File: config.mk
export PLATFORM = sky130hd
export DESIGN_NAME = cfg_chain_port
export DESIGN_NICKNAME = d
export VERILOG_FILES = /design/src/rtl/cfgc_pkg.sv /design/src/rtl/cfgc_decode.sv /design/src/rtl/cfgc_shifter.sv /design/src/rtl/cfgc_chain.sv /design/src/rtl/cfg_chain_port.sv
export SDC_FILE = /design/constraint.sdc
export NUM_CORES = 1
export LEC_CHECK = 0
export BUFFER_PORTS_ARGS = -buffer_cell sky130_fd_sc_hd__buf_2
export CORE_MARGIN = 5
export CORE_UTILIZATION = 49
export CTS_BUF_LIST = sky130_fd_sc_hd__clkbuf_4 sky130_fd_sc_hd__clkbuf_8
export DETAILED_ROUTE_END_ITERATION = 16
export PLACE_DENSITY_LB_ADDON = 0.25
export SYNTH_ARGS = -nofsm -noshare
export SYNTH_HDL_FRONTEND = slang
export SYNTH_SLANG_ARGS = --single-unit
File: constraint.sdc
create_clock -name clk -period 4.1 [get_ports clk]
set_input_delay 0.205 -clock clk [delete_from_list [all_inputs] [get_ports clk]]
set_output_delay 0.205 -clock clk [all_outputs]
set_load 0.02 [all_outputs]
File: src/rtl/cfgc_pkg.sv
package cfgc_pkg;
  localparam int unsigned DEF_CHUNK_W = 6;
  localparam int unsigned DEF_REG_W   = 64;

  typedef enum logic {
    SEL_DATA  = 1'b0,
    SEL_SHIFT = 1'b1
  } reg_sel_e;

  typedef enum logic {
    DIR_IN  = 1'b0,
    DIR_OUT = 1'b1
  } step_dir_e;
endpackage

File: src/rtl/cfgc_decode.sv
module cfgc_decode
  import cfgc_pkg::*;
#(
  parameter int unsigned REG_W   = DEF_REG_W,
  parameter int unsigned CHUNK_W = DEF_CHUNK_W
) (
  input  logic               clk,
  input  logic               rst_n,
  input  logic               req_valid,
  input  logic               req_write,
  input  logic               req_sel,
  input  logic [REG_W-1:0]   req_wdata,
  input  logic               can_accept,
  input  logic [CHUNK_W-1:0] data_val,
  output logic               stage_wr,
  output logic [CHUNK_W-1:0] stage_bits,
  output logic               shift_go,
  output logic               rsp_valid,
  output logic [REG_W-1:0]   rsp_rdata
);
  localparam int unsigned PAD_W = REG_W - CHUNK_W;

  logic accept;
  logic rd_en;
  logic is_data;

  assign accept     = req_valid & can_accept;
  assign is_data    = (req_sel == SEL_DATA);
  assign stage_wr   = accept & req_write & is_data;
  assign shift_go   = accept & req_write & ~is_data & req_wdata[0];
  assign rd_en      = accept & ~req_write;
  assign stage_bits = req_wdata[CHUNK_W-1:0];

  always_ff @(posedge clk) begin
    if (!rst_n) begin
      rsp_valid <= 1'b0;
      rsp_rdata <= '0;
    end else begin
      rsp_valid <= rd_en;
      if (rd_en) begin
        rsp_rdata <= is_data ? {{PAD_W{1'b0}}, data_val} : '0;
      end
    end
  end
endmodule

File: src/rtl/cfgc_shifter.sv
module cfgc_shifter
  import cfgc_pkg::*;
#(
  parameter int unsigned CHUNK_W = DEF_CHUNK_W
) (
  input  logic               clk,
  input  logic               rst_n,
  input  logic               stage_wr,
  input  logic [CHUNK_W-1:0] stage_bits,
  input  logic               shift_go,
  input  logic               retire,
  input  logic               cancel,
  input  logic               chain_lsb,
  output logic               busy,
  output logic               pending,
  output logic               step_en,
  output step_dir_e          step_dir,
  output logic               ser_bit,
  output logic [CHUNK_W-1:0] data_val
);
  localparam int unsigned CNT_W = (CHUNK_W > 1) ? $clog2(CHUNK_W) : 1;
  localparam logic [CNT_W-1:0] LAST = CNT_W'(CHUNK_W - 1);

  logic [CHUNK_W-1:0] stage_q;
  logic [CHUNK_W-1:0] data_q;
  logic               pending_q;
  logic               busy_q;
  step_dir_e          dir_q;
  logic [CNT_W-1:0]   cnt_q;

  always_ff @(posedge clk) begin
    if (!rst_n) begin
      stage_q   <= '0;
      data_q    <= '0;
      pending_q <= 1'b0;
      busy_q    <= 1'b0;
      dir_q     <= DIR_IN;
      cnt_q     <= '0;
    end else if (busy_q) begin
      cnt_q <= cnt_q + 1'b1;
      if (cnt_q == LAST) begin
        busy_q <= 1'b0;
      end
      if (dir_q == DIR_IN) begin
        stage_q <= stage_q >> 1;
      end else begin
        data_q <= {chain_lsb, data_q[CHUNK_W-1:1]};
      end
    end else if (stage_wr) begin
      stage_q   <= stage_bits;
      pending_q <= 1'b1;
    end else if (pending_q && cancel) begin
      pending_q <= 1'b0;
    end else if (pending_q && retire) begin
      pending_q <= 1'b0;
      busy_q    <= 1'b1;
      dir_q     <= DIR_IN;
      cnt_q     <= '0;
    end else if (shift_go) begin
      busy_q <= 1'b1;
      dir_q  <= DIR_OUT;
      cnt_q  <= '0;
    end
  end

  assign busy     = busy_q;
  assign pending  = pending_q;
  assign step_en  = busy_q;
  assign step_dir = dir_q;
  assign ser_bit  = stage_q[0];
  assign data_val = data_q;
endmodule

File: src/rtl/cfgc_chain.sv
module cfgc_chain
  import cfgc_pkg::*;
#(
  parameter int unsigned CHAIN_LEN = 24,
  parameter int unsigned COPIES    = 2
) (
  input  logic                 clk,
  input  logic                 rst_n,
  input  logic                 step_en,
  input  step_dir_e            step_dir,
  input  logic                 ser_bit,
  output logic                 chain_lsb,
  output logic [CHAIN_LEN-1:0] primary_img,
  output logic [CHAIN_LEN-1:0] last_copy_img
);
  logic [COPIES-1:0][CHAIN_LEN-1:0] img_q;

  for (genvar g = 0; g < COPIES; g++) begin : g_copy
    logic entry_bit;
    assign entry_bit = (step_dir == DIR_OUT) ? img_q[g][0] : ser_bit;

    always_ff @(posedge clk) begin
      if (!rst_n) begin
        img_q[g] <= '0;
      end else if (step_en) begin
        img_q[g] <= {entry_bit, img_q[g][CHAIN_LEN-1:1]};
      end
    end
  end

  assign chain_lsb     = img_q[0][0];
  assign primary_img   = img_q[0];
  assign last_copy_img = img_q[COPIES-1];
endmodule

File: src/rtl/cfg_chain_port.sv
module cfg_chain_port
  import cfgc_pkg::*;
#(
  parameter int unsigned REG_W     = DEF_REG_W,
  parameter int unsigned CHUNK_W   = DEF_CHUNK_W,
  parameter int unsigned CHAIN_LEN = 24,
  parameter int unsigned COPIES    = 2
) (
  input  logic                 clk,
  input  logic                 rst_n,
  input  logic                 req_valid,
  output logic                 req_ready,
  input  logic                 req_write,
  input  logic                 req_sel,
  input  logic [REG_W-1:0]     req_wdata,
  output logic                 rsp_valid,
  output logic [REG_W-1:0]     rsp_rdata,
  input  logic                 retire,
  input  logic                 cancel,
  output logic                 busy,
  output logic [CHAIN_LEN-1:0] chain_image,
  output logic [CHAIN_LEN-1:0] chain_copy_image
);
  logic               stage_wr;
  logic [CHUNK_W-1:0] stage_bits;
  logic               shift_go;
  logic               pending;
  logic               step_en;
  step_dir_e          step_dir;
  logic               ser_bit;
  logic               chain_lsb;
  logic [CHUNK_W-1:0] data_val;

  assign req_ready = ~busy & ~pending;

  cfgc_decode #(.REG_W(REG_W), .CHUNK_W(CHUNK_W)) u_decode (
    .clk        (clk),
    .rst_n      (rst_n),
    .req_valid  (req_valid),
    .req_write  (req_write),
    .req_sel    (req_sel),
    .req_wdata  (req_wdata),
    .can_accept (req_ready),
    .data_val   (data_val),
    .stage_wr   (stage_wr),
    .stage_bits (stage_bits),
    .shift_go   (shift_go),
    .rsp_valid  (rsp_valid),
    .rsp_rdata  (rsp_rdata)
  );

  cfgc_shifter #(.CHUNK_W(CHUNK_W)) u_shifter (
    .clk        (clk),
    .rst_n      (rst_n),
    .stage_wr   (stage_wr),
    .stage_bits (stage_bits),
    .shift_go   (shift_go),
    .retire     (retire),
    .cancel     (cancel),
    .chain_lsb  (chain_lsb),
    .busy       (busy),
    .pending    (pending),
    .step_en    (step_en),
    .step_dir   (step_dir),
    .ser_bit    (ser_bit),
    .data_val   (data_val)
  );

  cfgc_chain #(.CHAIN_LEN(CHAIN_LEN), .COPIES(COPIES)) u_chain (
    .clk           (clk),
    .rst_n         (rst_n),
    .step_en       (step_en),
    .step_dir      (step_dir),
    .ser_bit       (ser_bit),
    .chain_lsb     (chain_lsb),
    .primary_img   (chain_image),
    .last_copy_img (chain_copy_image)
  );
endmodule

==> results.md, run 1 <==
* Run status: completed
* First-pass GRT wire length at 10.0 mm
* Antenna cell count at 0
* Synth Warn # at 0
* Final min period at 2.11 ns
* Dominant cells by area after synthesis: dfxtp_1 (46%), mux2i_1 (15%), buf_4 (14%)
* Synthesis-to-layout area growth at 12.2%
* Die Area at 8210 um2
* Relative slew slack at 34.3%
* Fin util at 56.3%
* GRT overflow at 0
* CTS max path bufs at 2
* Nets at 458
* Startpoint Class: register
* Crit-path max FO at 70
* CP peak stage delay at 1.00 ns
* H-tree levels at 3
* Yosys cell types at 36
* PwrDens at 423 nW/um2
* Final hold violation count at 0
* DP HPWL at between 4 and 5 mm
* Static leakage at between 0.0015 and 0.002 uW
* Routed WL at 6.03 mm
* Die Width at ~91 um
* Slowest-stage cell, CP: dfxtp_4
* Fin Setup TNS at 0 ns
* Initial drt markers at 86
* Post-cts resize count at 0
* Final Wtd Congestion at 0.753
* Row cnt at 29
* Initial core utilization at roughly half
* Routed len/inst at around 13 um
* Drt via density at 4.68
* CTS Buf Count at 9
* Initial antenna violation count at 0
* Clock root buffer: clkbuf_8
* WS Path Type: register to register
* Leading area contributor after synthesis: dfxtp_1
* Max Clock Skew at 0.00534 ns
* # IOs at roughly 190
* Synthesized instance count at 322
* Crit path from: u_shifter.busy
* Max_cap viols at 0
* Core footprint at 6350 um2
* FF+latch count, synth at 73
* Vias in the first global route at 2080
* Largest net degree at the start of global routing at 71
* Clock-pin slew on the worst setup and hold paths at 0.07 ns
* Worst Tran Pin Value at around 0.98 ns
* Final setup violation count at 0
* Peak supply drop at 0.290 mV
* Share of layout cells above drive strength 1 at 24.9%
* Post-CTS Repair Setup Buffers at 0
* Slew Limit Fails at 0
* Hold Buf Count CTS at 0
* Sequential element share of the synthesized area at a little under half
* Die height at 90.6 um
* Post-synthesis average cell area at slightly below 10 um2
* Clk sinks at 73
* Crit-path cells: or3b_1, o21ai_0, a211oi_1
* Critical Path End Type: register
* Drt drc at 0
* Pre-antenna DRT Iters at 5
* Worst hold path type: input pin to register
* Endpoint arrival time on the critical path at roughly 2.3 ns
* Hold Path Origin: retire
* CP required at 4.33 ns
* Vias after detailed routing at ~2.2k
* Reg-to-Reg Start: u_shifter.busy
* Port Buf Inserts at 69
* Fmax at 474 MHz
* Fin crit share at approximately half
* Clock tree from TritonCTS: done
* DRT antenna net count at 0
* Clock insertion delay at the later pin of the skew report at ~0.34 ns
* Hold WS at 0.0992 ns
* All-Layer GR Usage at 14.7%
* RSZ-0062 raised after global routing: no
* Post-Syn Area at 3180 um2
* Area fraction of the dominant cell type after synthesis at a little under half
[synth_stat cells]
| master | number |
|---|---|
| a211oi_1 | 3 |
| a21bo_2 | 1 |
| a21boi_0 | 1 |
| a21oi_1 | 10 |
| a221oi_2 | 1 |
| a22o_1 | 6 |
| a311oi_1 | 1 |
| a41oi_1 | 1 |
| buf_1 | 4 |
| buf_2 | 8 |
| buf_4 | 60 |
| clkbuf_1 | 3 |
| clkinv_1 | 1 |
| conb_1 | 1 |
| dfxtp_1 | 73 |
| ha_1 | 2 |
| inv_1 | 1 |
| mux2i_1 | 48 |
| nand2_1 | 11 |
| nand2b_1 | 2 |
| nand3_1 | 8 |
| nor2_1 | 48 |
| nor2b_1 | 2 |
| nor3_1 | 1 |
| nor3b_1 | 1 |
| nor4_4 | 1 |
| o211a_1 | 1 |
| o211ai_1 | 2 |
| o21a_1 | 5 |
| o21a_4 | 1 |
| o21ai_0 | 5 |
| o21ai_2 | 1 |
| o221a_2 | 5 |
| or3b_1 | 1 |
| xnor2_1 | 1 |
| xor2_1 | 1 |
[logic make-up after synthesis]
family          count (synthesis)  synth area share [%]
compound gates                 44                  10.8
xor+xnor                        2                 0.550
fa+ha+maj                       2                 0.786
buf+inv                        77                  16.5
flops                          73                  45.9
mux                            48                  15.1
other cells                     1                 0.118
simple gates                   75                  10.3
[worst max-delay path, delay by kind of cell, from the launching register on]
kind	cells	cell delay, ns
AOI/OAI and AO/OA	2	0.53
DFF	1	1.00
and+or+nand+nor	1	0.45
[per-layer routing]
layer  GRT usage (%)  share of wire, %  vias up
met3            8.17               9.8        4
met5               0                 0        -
met1            17.1                44      995
met2            23.7                46       80
met4            3.35              0.71        0
li1                -                 -     1108
[cell usage in the layout (no fill, tap or decap), types with 2 or more instances in the layout]
cell,instances
nand2b_1,2
clkbuf_8,12
o221a_2,5
o211ai_1,2
nand2_1,11
a22o_1,6
a211oi_1,3
nor2b_1,2
a21oi_1,10
ha_1,2
o21ai_0,5
nand3_1,8
buf_2,69
mux2i_1,48
dfxtp_1,72
bufinv_16,2
nor2_1,48
conb_1,58
o21a_1,5
[layout make-up]
| type | count | area, um2 |
|---|---|---|
| Tap cell | 77 | 96.3 |
| Fill cell | 605 | 2780 |
| Clock buffer | 12 | 165 |
| Sequential cell | 73 | 1470 |
| Clock inverter | 4 | 73.8 |
| Timing Repair Buffer | 70 | 353 |
| Multi-Input combinational cell | 229 | 1410 |
| Inverter | 2 | 7.51 |
[final timing paths]
path / endpoint / slack (ns) / cells after the start
max: u_shifter.cnt_q[1] / 1.99 / 3
max reg2reg: u_shifter.cnt_q[1] / 1.99 / 3
min: u_shifter.step_dir / 0.1 / 2
min reg2reg: u_shifter.data_val[0] / 0.45 / 2
[registers in the layout, summed over array words and instances, names as in the netlist]
| register | count |
|---|---|
| u_chain.last_copy_img | 24 |
| u_chain.primary_img | 24 |
| u_decode.rsp_rdata | 6 |
| u_decode.rsp_valid | 1 |
| u_shifter.busy | 1 |
| u_shifter.cnt_q | 3 |
| u_shifter.data_val | 6 |
| u_shifter.pending | 1 |
| u_shifter.stage_q | 6 |
| u_shifter.step_dir | 1 |
[power breakdown]
| group | switching (uW) | internal (uW) |
|---|---|---|
| clock network | 262 | 393 |
| logic | 84.7 | 33.5 |
| registers | 20.3 | 717 |
[metrics by stage]
step                      worst slack, ns  power [uW]  instances  area, um2
after floorplan                      2.62         893        379       3400
after global placement               2.02         870        451       3330
after detailed placement             2.00         870        451       3330
after CTS                            1.96        1530        467       3570
after global routing                 1.81        1580        467       3570
final                                1.99        1510        467       3570
No activity file was read; power rests on OpenSTA's default activity.
==> run 2, diff against run 1 <==
CORE_UTILIZATION = 41   (was 49)
clock period = 1.9 ns   (was 4.1 ns; I/O delays follow)
==> run 2 against run 1 <==
Net effect:
- sequential share of layout area shrank 0.19 points
- cell area is 0.46% higher
- clock power increased by 67%
- non-clock buffer count rose by 4
- via count is 0.59% higher
- sequential power is 110% higher
- fmax rose by 36%
- count of clock-buffer cells in the layout decreased by 3
- critical path depth did not move
- power up 95%
- register-to-register slack worse by 1.6 ns
- flip-flop and latch count unchanged
==> results.md, run 2 (synthesized netlist as in run 1, its figures left out) <==
* Run status: completed
* Hold Buf Count CTS at 2 (+2)
* Clock-pin slew on the worst setup and hold paths at 0.08 ns (about the same)
* Startpoint Class: register
* Sequential cell area at 1470 um2 (unchanged)
* Endpoint arrival time on the critical path at 1.76 ns (-0.58 ns)
* CP required at 2.11 ns (-2.22 ns)
* R2R setup slack at 0.35 ns (-1.64 ns)
* Static leakage at 0.00156 uW (-0.65%)
* Post-cts resize count at 0 (unchanged)
* Multi-input logic area at 1410 um2 (unchanged)
* RSZ-0062 raised after global routing: no
* Drt via density at 4.44 (-5.3%)
* Die height at 98.1 um (+8.3%)
* Final min period at 1.55 ns (-0.562 ns)
* Fin util at 46.9% (-9.3 points)
* Slowest-stage cell, CP: or3b_1
* DRT antenna net count at 0 (unchanged)
* Clk sinks at 73 (unchanged)
* Row cnt at 32 (+10%)
* Port Buf Inserts at 69 (unchanged)
* Routed len/inst at 12.2 um (-5.3%)
* Pre-antenna DRT Iters at 4 (-1)
* Routed WL at 6.06 mm (+0.55%)
* Commonest non-fill, non-tap cell in the layout: dfxtp_1
* Peak supply drop at 0.488 mV (+68%)
* Crit-path cells: or3b_1, o21ai_0, a211oi_1
* Final hold violation count at 0 (unchanged)
* Slew Limit Fails at 0 (unchanged)
* Clock root buffer: clkbuf_8
* Relative slew slack at 65.3% (+31 points)
* Fin Setup TNS at 0 ns (unchanged)
* Die Width at 98.1 um (+8.3%)
* Fillers at 765 (+26%)
* Clock insertion delay at the later pin of the skew report at 0.35 ns (about the same)
* Post-CTS Repair Setup Buffers at 0 (unchanged)
* Clock tree from TritonCTS: done
* Critical Path End Type: register
* Fmax at 646 MHz (+36%)
* WS Path Type: register to register
* Fin crit share at 81.5% (+30 points)
* CTS max path bufs at 2 (unchanged)
* Core footprint at 7650 um2 (+20%)
* Most frequent cells in the layout: dfxtp_1 (72), buf_2 (69), conb_1 (58)
* DP HPWL at 4.15 mm (+1.0%)
* Pre-CTS WS at 0.350 ns (-1.65 ns)
* Worst hold path type: input pin to register
* Nets at 462 (+0.87%)
* Vias after detailed routing at 2200 (+0.59%)
* Initial antenna violation count at 0 (unchanged)
* Initial core utilization at 41.6% (-8.5 points)
* Max Clock Skew at 0.0118 ns (+0.00644 ns)
* Max_cap viols at 0 (unchanged)
* CP peak stage delay at 0.53 ns (-0.47 ns)
* Drt drc at 0 (unchanged)
* Worst Tran Pin Value at 0.521 ns (-0.464 ns)
* All-Layer GR Usage at 12.8% (-2.0 points)
* Share of layout cells above drive strength 1 at 25.1% (+0.26 points)
* Vias in the first global route at 2096 (+0.77%)
* Crit-path max FO at 8 (-89%)
* Largest net degree at the start of global routing at 69 (-2.8%)
* Initial drt markers at 59 (-31%)
* H-tree levels at 3 (unchanged)
* Setup slack after layout at 0.351 ns (-1.64 ns)
* Antenna cell count at 0 (unchanged)
* Synthesis-to-layout area growth at 12.7%
* PwrDens at 820 nW/um2 (+94%)
* Die Area at 9630 um2 (+17%)
* CTS Buf Count at 9 (unchanged)
* # IOs at 186 (unchanged)
* Final Wtd Congestion at 0.737 (-2.1%)
* First-pass GRT wire length at 10.1 mm (+0.35%)
* GRT overflow at 0 (unchanged)
* Final setup violation count at 0 (unchanged)
-- run 2: cell count changes in the layout (fill, tap and decap cells not counted), moves of 2 or more --
cell           previous run  this run
clkbuf_8                 12         9
inv_6                     0         3
dlygate4sd3_1             0         2
bufinv_16                 2         0
-- run 2: path summary, 6_finish.rpt --
| path | start | cells after the start | endpoint |
|---|---|---|---|
| hold / removal | req_wdata[4] | 2 | u_shifter.stage_q[4] |
| hold reg to reg | u_shifter.data_val[0] | 2 | u_shifter.data_val[0] |
| setup reg to reg | u_shifter.pending | 3 | u_shifter.cnt_q[1] |
| setup / recovery | u_shifter.pending | 3 | u_shifter.cnt_q[1] |
-- run 2: metal layers --
layer,up-vias,share of wire [%],track usage (%)
met1,991,44,15.4
met4,0,0.84,4.10
li1,1116,-,-
met5,-,0,0
met2,88,44,19.6
met3,5,11,6.86
-- run 2: area by class of cell --
| type | instances | area share [%] |
|---|---|---|
| inverters | 2 | 0.209 |
| flip-flops and latches | 73 | 40.8 |
| clock inverters | 7 | 1.46 |
| well taps | 102 | 3.56 |
| repair buffers | 74 | 11.2 |
| clock buffers | 9 | 3.45 |
| multi-input cells | 229 | 39.4 |
-- run 2: metrics by stage --
step | cells | hold WS [ns] | total power [uW] | cell area (um2)
floorplan | 379 | 0.172 | 1930 | 3400
global placement | 478 | 0.342 | 1880 | 3390
detailed placement | 478 | 0.354 | 1880 | 3390
CTS | 496 | 0.000432 | 3000 | 3590
global route | 496 | 0.00273 | 3100 | 3590
finish | 496 | 0.0245 | 2940 | 3590
-- run 2: report_power, final --
group | total [uW] | leakage, uW | switching, uW | internal (uW)
clock | 1090 | 0.0000904 | 608 | 485
sequential | 1560 | 0.000590 | 14.1 | 1550
combinational | 290 | 0.000883 | 213 | 77.5
-- run 2: worst max-delay path: cells and delay by family (launching register included) --
family | cells | cell delay (ns)
compound gates | 2 | 0.50
flops | 1 | 0.38
simple gates | 1 | 0.53
==> run 3, diff against run 2 <==
clock period = 1.3 ns   (was 1.9 ns; I/O delays follow)
==> run 3 against run 2 <==
Net effect:
- the run now ends with negative setup slack left
- worst setup slack lost 0.42 ns
- die area is the same
- combinational power grew 67%
- count of clock-buffer cells in the layout grew 1
==> results.md, run 3 (synthesized netlist as in run 1, its figures left out) <==
* Run status: finished, violations left
* Failing checks: negative setup slack
* Static leakage at 0.00164 uW (+5.1%)
* Clock share of power at 35.7% (-1.4 points)
* Largest net degree at the start of global routing at 60 (-13%)
* Seq pwr share at 53.1% (about the same)
* Final min period at 1.37 ns (-0.176 ns)
* Clock root buffer: clkbuf_8
* Slowest-stage cell, CP: or3b_4
* Endpoint arrival time on the critical path at 1.60 ns (-0.16 ns)
* Sw frac at 26.8% (-1.5 points)
* Clock tree from TritonCTS: done
* Setup slack after layout at -0.0726 ns (-0.424 ns)
* Pre-antenna DRT Iters at 4 (unchanged)
* Pint at 3140 uW (+49%)
* Row cnt at 32 (unchanged)
* Nets at 474 (+2.6%)
* Port Buf Inserts at 69 (unchanged)
* Clock-pin slew on the worst setup and hold paths at 0.07 ns (about the same)
* CP required at 1.52 ns (-0.59 ns)
* Antenna cell count at 0 (unchanged)
* Initial core utilization at 41.6% (unchanged)
* Combinational fraction of design power at 11.2% (+1.3 points)
* Routed WL at 6.47 mm (+6.7%)
* Critical Path End Type: register
* Fin crit share at 106% (+24 points)
* CP peak stage delay at 0.44 ns (-0.09 ns)
* Worst hold path type: input pin to register
* Vias in the first global route at 2113 (+0.81%)
* CTS max path bufs at 2 (unchanged)
* Crit-path max FO at 7 (-1)
* Max Clock Skew at 0.00602 ns (-0.00576 ns)
* GRT overflow at 0 (unchanged)
* WS Path Type: register to register
* Slew Limit Fails at 0 (unchanged)
* Share of layout cells above drive strength 1 at 27.7% (+2.5 points)
* CTS Buf Count at 9 (unchanged)
* First-pass GRT wire length at 9.96 mm (-0.96%)
* PwrDens at 1150 nW/um2 (+40%)
* Placed standard-cell area at 3460 um2 (+2.0%)
* Buf+Inv Stages, Crit Path at 0 (unchanged)
* Die height at 98.1 um (unchanged)
* Final Wtd Congestion at 0.765 (+3.8%)
* # IOs at 186 (unchanged)
* Clock insertion delay at the later pin of the skew report at 0.33 ns (-0.02 ns)
* Drt drc at 0 (unchanged)
* Core footprint at 7650 um2 (unchanged)
* Clk sinks at 73 (unchanged)
* Routed len/inst at 12.8 um (+4.4%)
* Drt via density at 4.51 (+1.6%)
* Crit-path cells: or3b_4, o21a_4, a22o_1
* Initial antenna violation count at 0 (unchanged)
* Most frequent cells in the layout: dfxtp_1 (71), buf_2 (69), conb_1 (58)
* Commonest non-fill, non-tap cell in the layout: dfxtp_1
* Largest delay share family, worst path: compound AO/OA/AOI/OAI gates
* Die Width at 98.1 um (unchanged)
* Fmax at 729 MHz (+13%)
* All-Layer GR Usage at 12.7% (-0.039 points)
* Design area at 3730 um2 (+4.0%)
* Initial drt markers at 60 (+1.7%)
* Fin util at 48.8% (+1.9 points)
* Peak supply drop at 0.587 mV (+20%)
* Die Area at 9630 um2 (unchanged)
* Final setup violation count at 14 (+14)
* Max_cap viols at 0 (unchanged)
* DRT antenna net count at 0 (unchanged)
* Vias after detailed routing at 2285 (+3.9%)
* Startpoint Class: register
* H-tree levels at 3 (unchanged)
* RSZ-0062 raised after global routing: yes
* Final hold violation count at 0 (unchanged)
* DP HPWL at 4.40 mm (+6.1%)
* Synthesis-to-layout area growth at 17.3%
* Sw Pwr at 1150 uW (+38%)
[run 3: cell count changes in the layout (fill, tap and decap cells not counted), sizes merged]
cell,before,now
clkinvlp,1,0
clkbuf,9,10
dlygate4sd3,2,5
buf,72,81
inv,4,1
clkinv,4,6
[run 3: path summary, 6_finish.rpt]
kind / cells past startpoint / from / slack, ns / to
worst max-delay path: 3 / u_shifter.busy / -0.07 / u_decode.rsp_rdata[2]
worst min register to register: 2 / u_shifter.data_val[0] / 0.46 / u_shifter.data_val[0]
worst max register to register: 3 / u_shifter.busy / -0.07 / u_decode.rsp_rdata[2]
worst min-delay path: 2 / req_wdata[2] / 0.02 / u_shifter.stage_q[2]
[run 3: area by class of cell]
| cell class | count | area [um2] |
|---|---|---|
| well taps | 102 | 128 |
| multi-input cells | 229 | 1430 |
| repair buffers | 86 | 538 |
| inverters | 2 | 7.51 |
| clock inverters | 5 | 32.5 |
| fillers | 761 | 3910 |
| flip-flops and latches | 73 | 1470 |
| clock buffers | 10 | 138 |
[run 3: through the flow]
stage | setup WS, ns | hold WS (ns) | power [uW] | setup TNS, ns | cells
after floorplan | -0.0948 | 0.142 | 2820 | -0.795 | 379
after global placement | -0.171 | 0.328 | 2780 | -1.80 | 485
after detailed placement | -0.157 | 0.327 | 2780 | -1.91 | 485
after CTS | -0.0685 | 0.000259 | 4360 | -0.584 | 507
after global routing | -0.101 | 0.0144 | 4500 | -1.25 | 507
final | -0.0726 | 0.0184 | 4300 | -0.609 | 507
[run 3: repair_timing]
item                                    4_1_cts  5_1_grt
setup buffers                                 1        0
endpoints found under the hold margin         5        0
endpoints found under the setup margin       22       17
pin swaps                                     0        0
gates cloned                                  1        0
hold buffers                                  5        0
resized for setup                             3        4
[run 3: metal layers]
layer / global-route usage, % / wire [um]
met4: 4.10 / 34
met3: 6.43 / 683
met1: 16.3 / 2930
met5: 0 / 0
met2: 18.8 / 2820
[run 3: power by group through the flow]
stage               Sequential, uW  Clock (uW)  Combinational [uW]
floorplan                     2340           0                 479
global placement              2330           0                 443
detailed placement            2330           0                 445
CTS                           2280        1600                 481
global route                  2280        1700                 519
finish                        2280        1530                 483
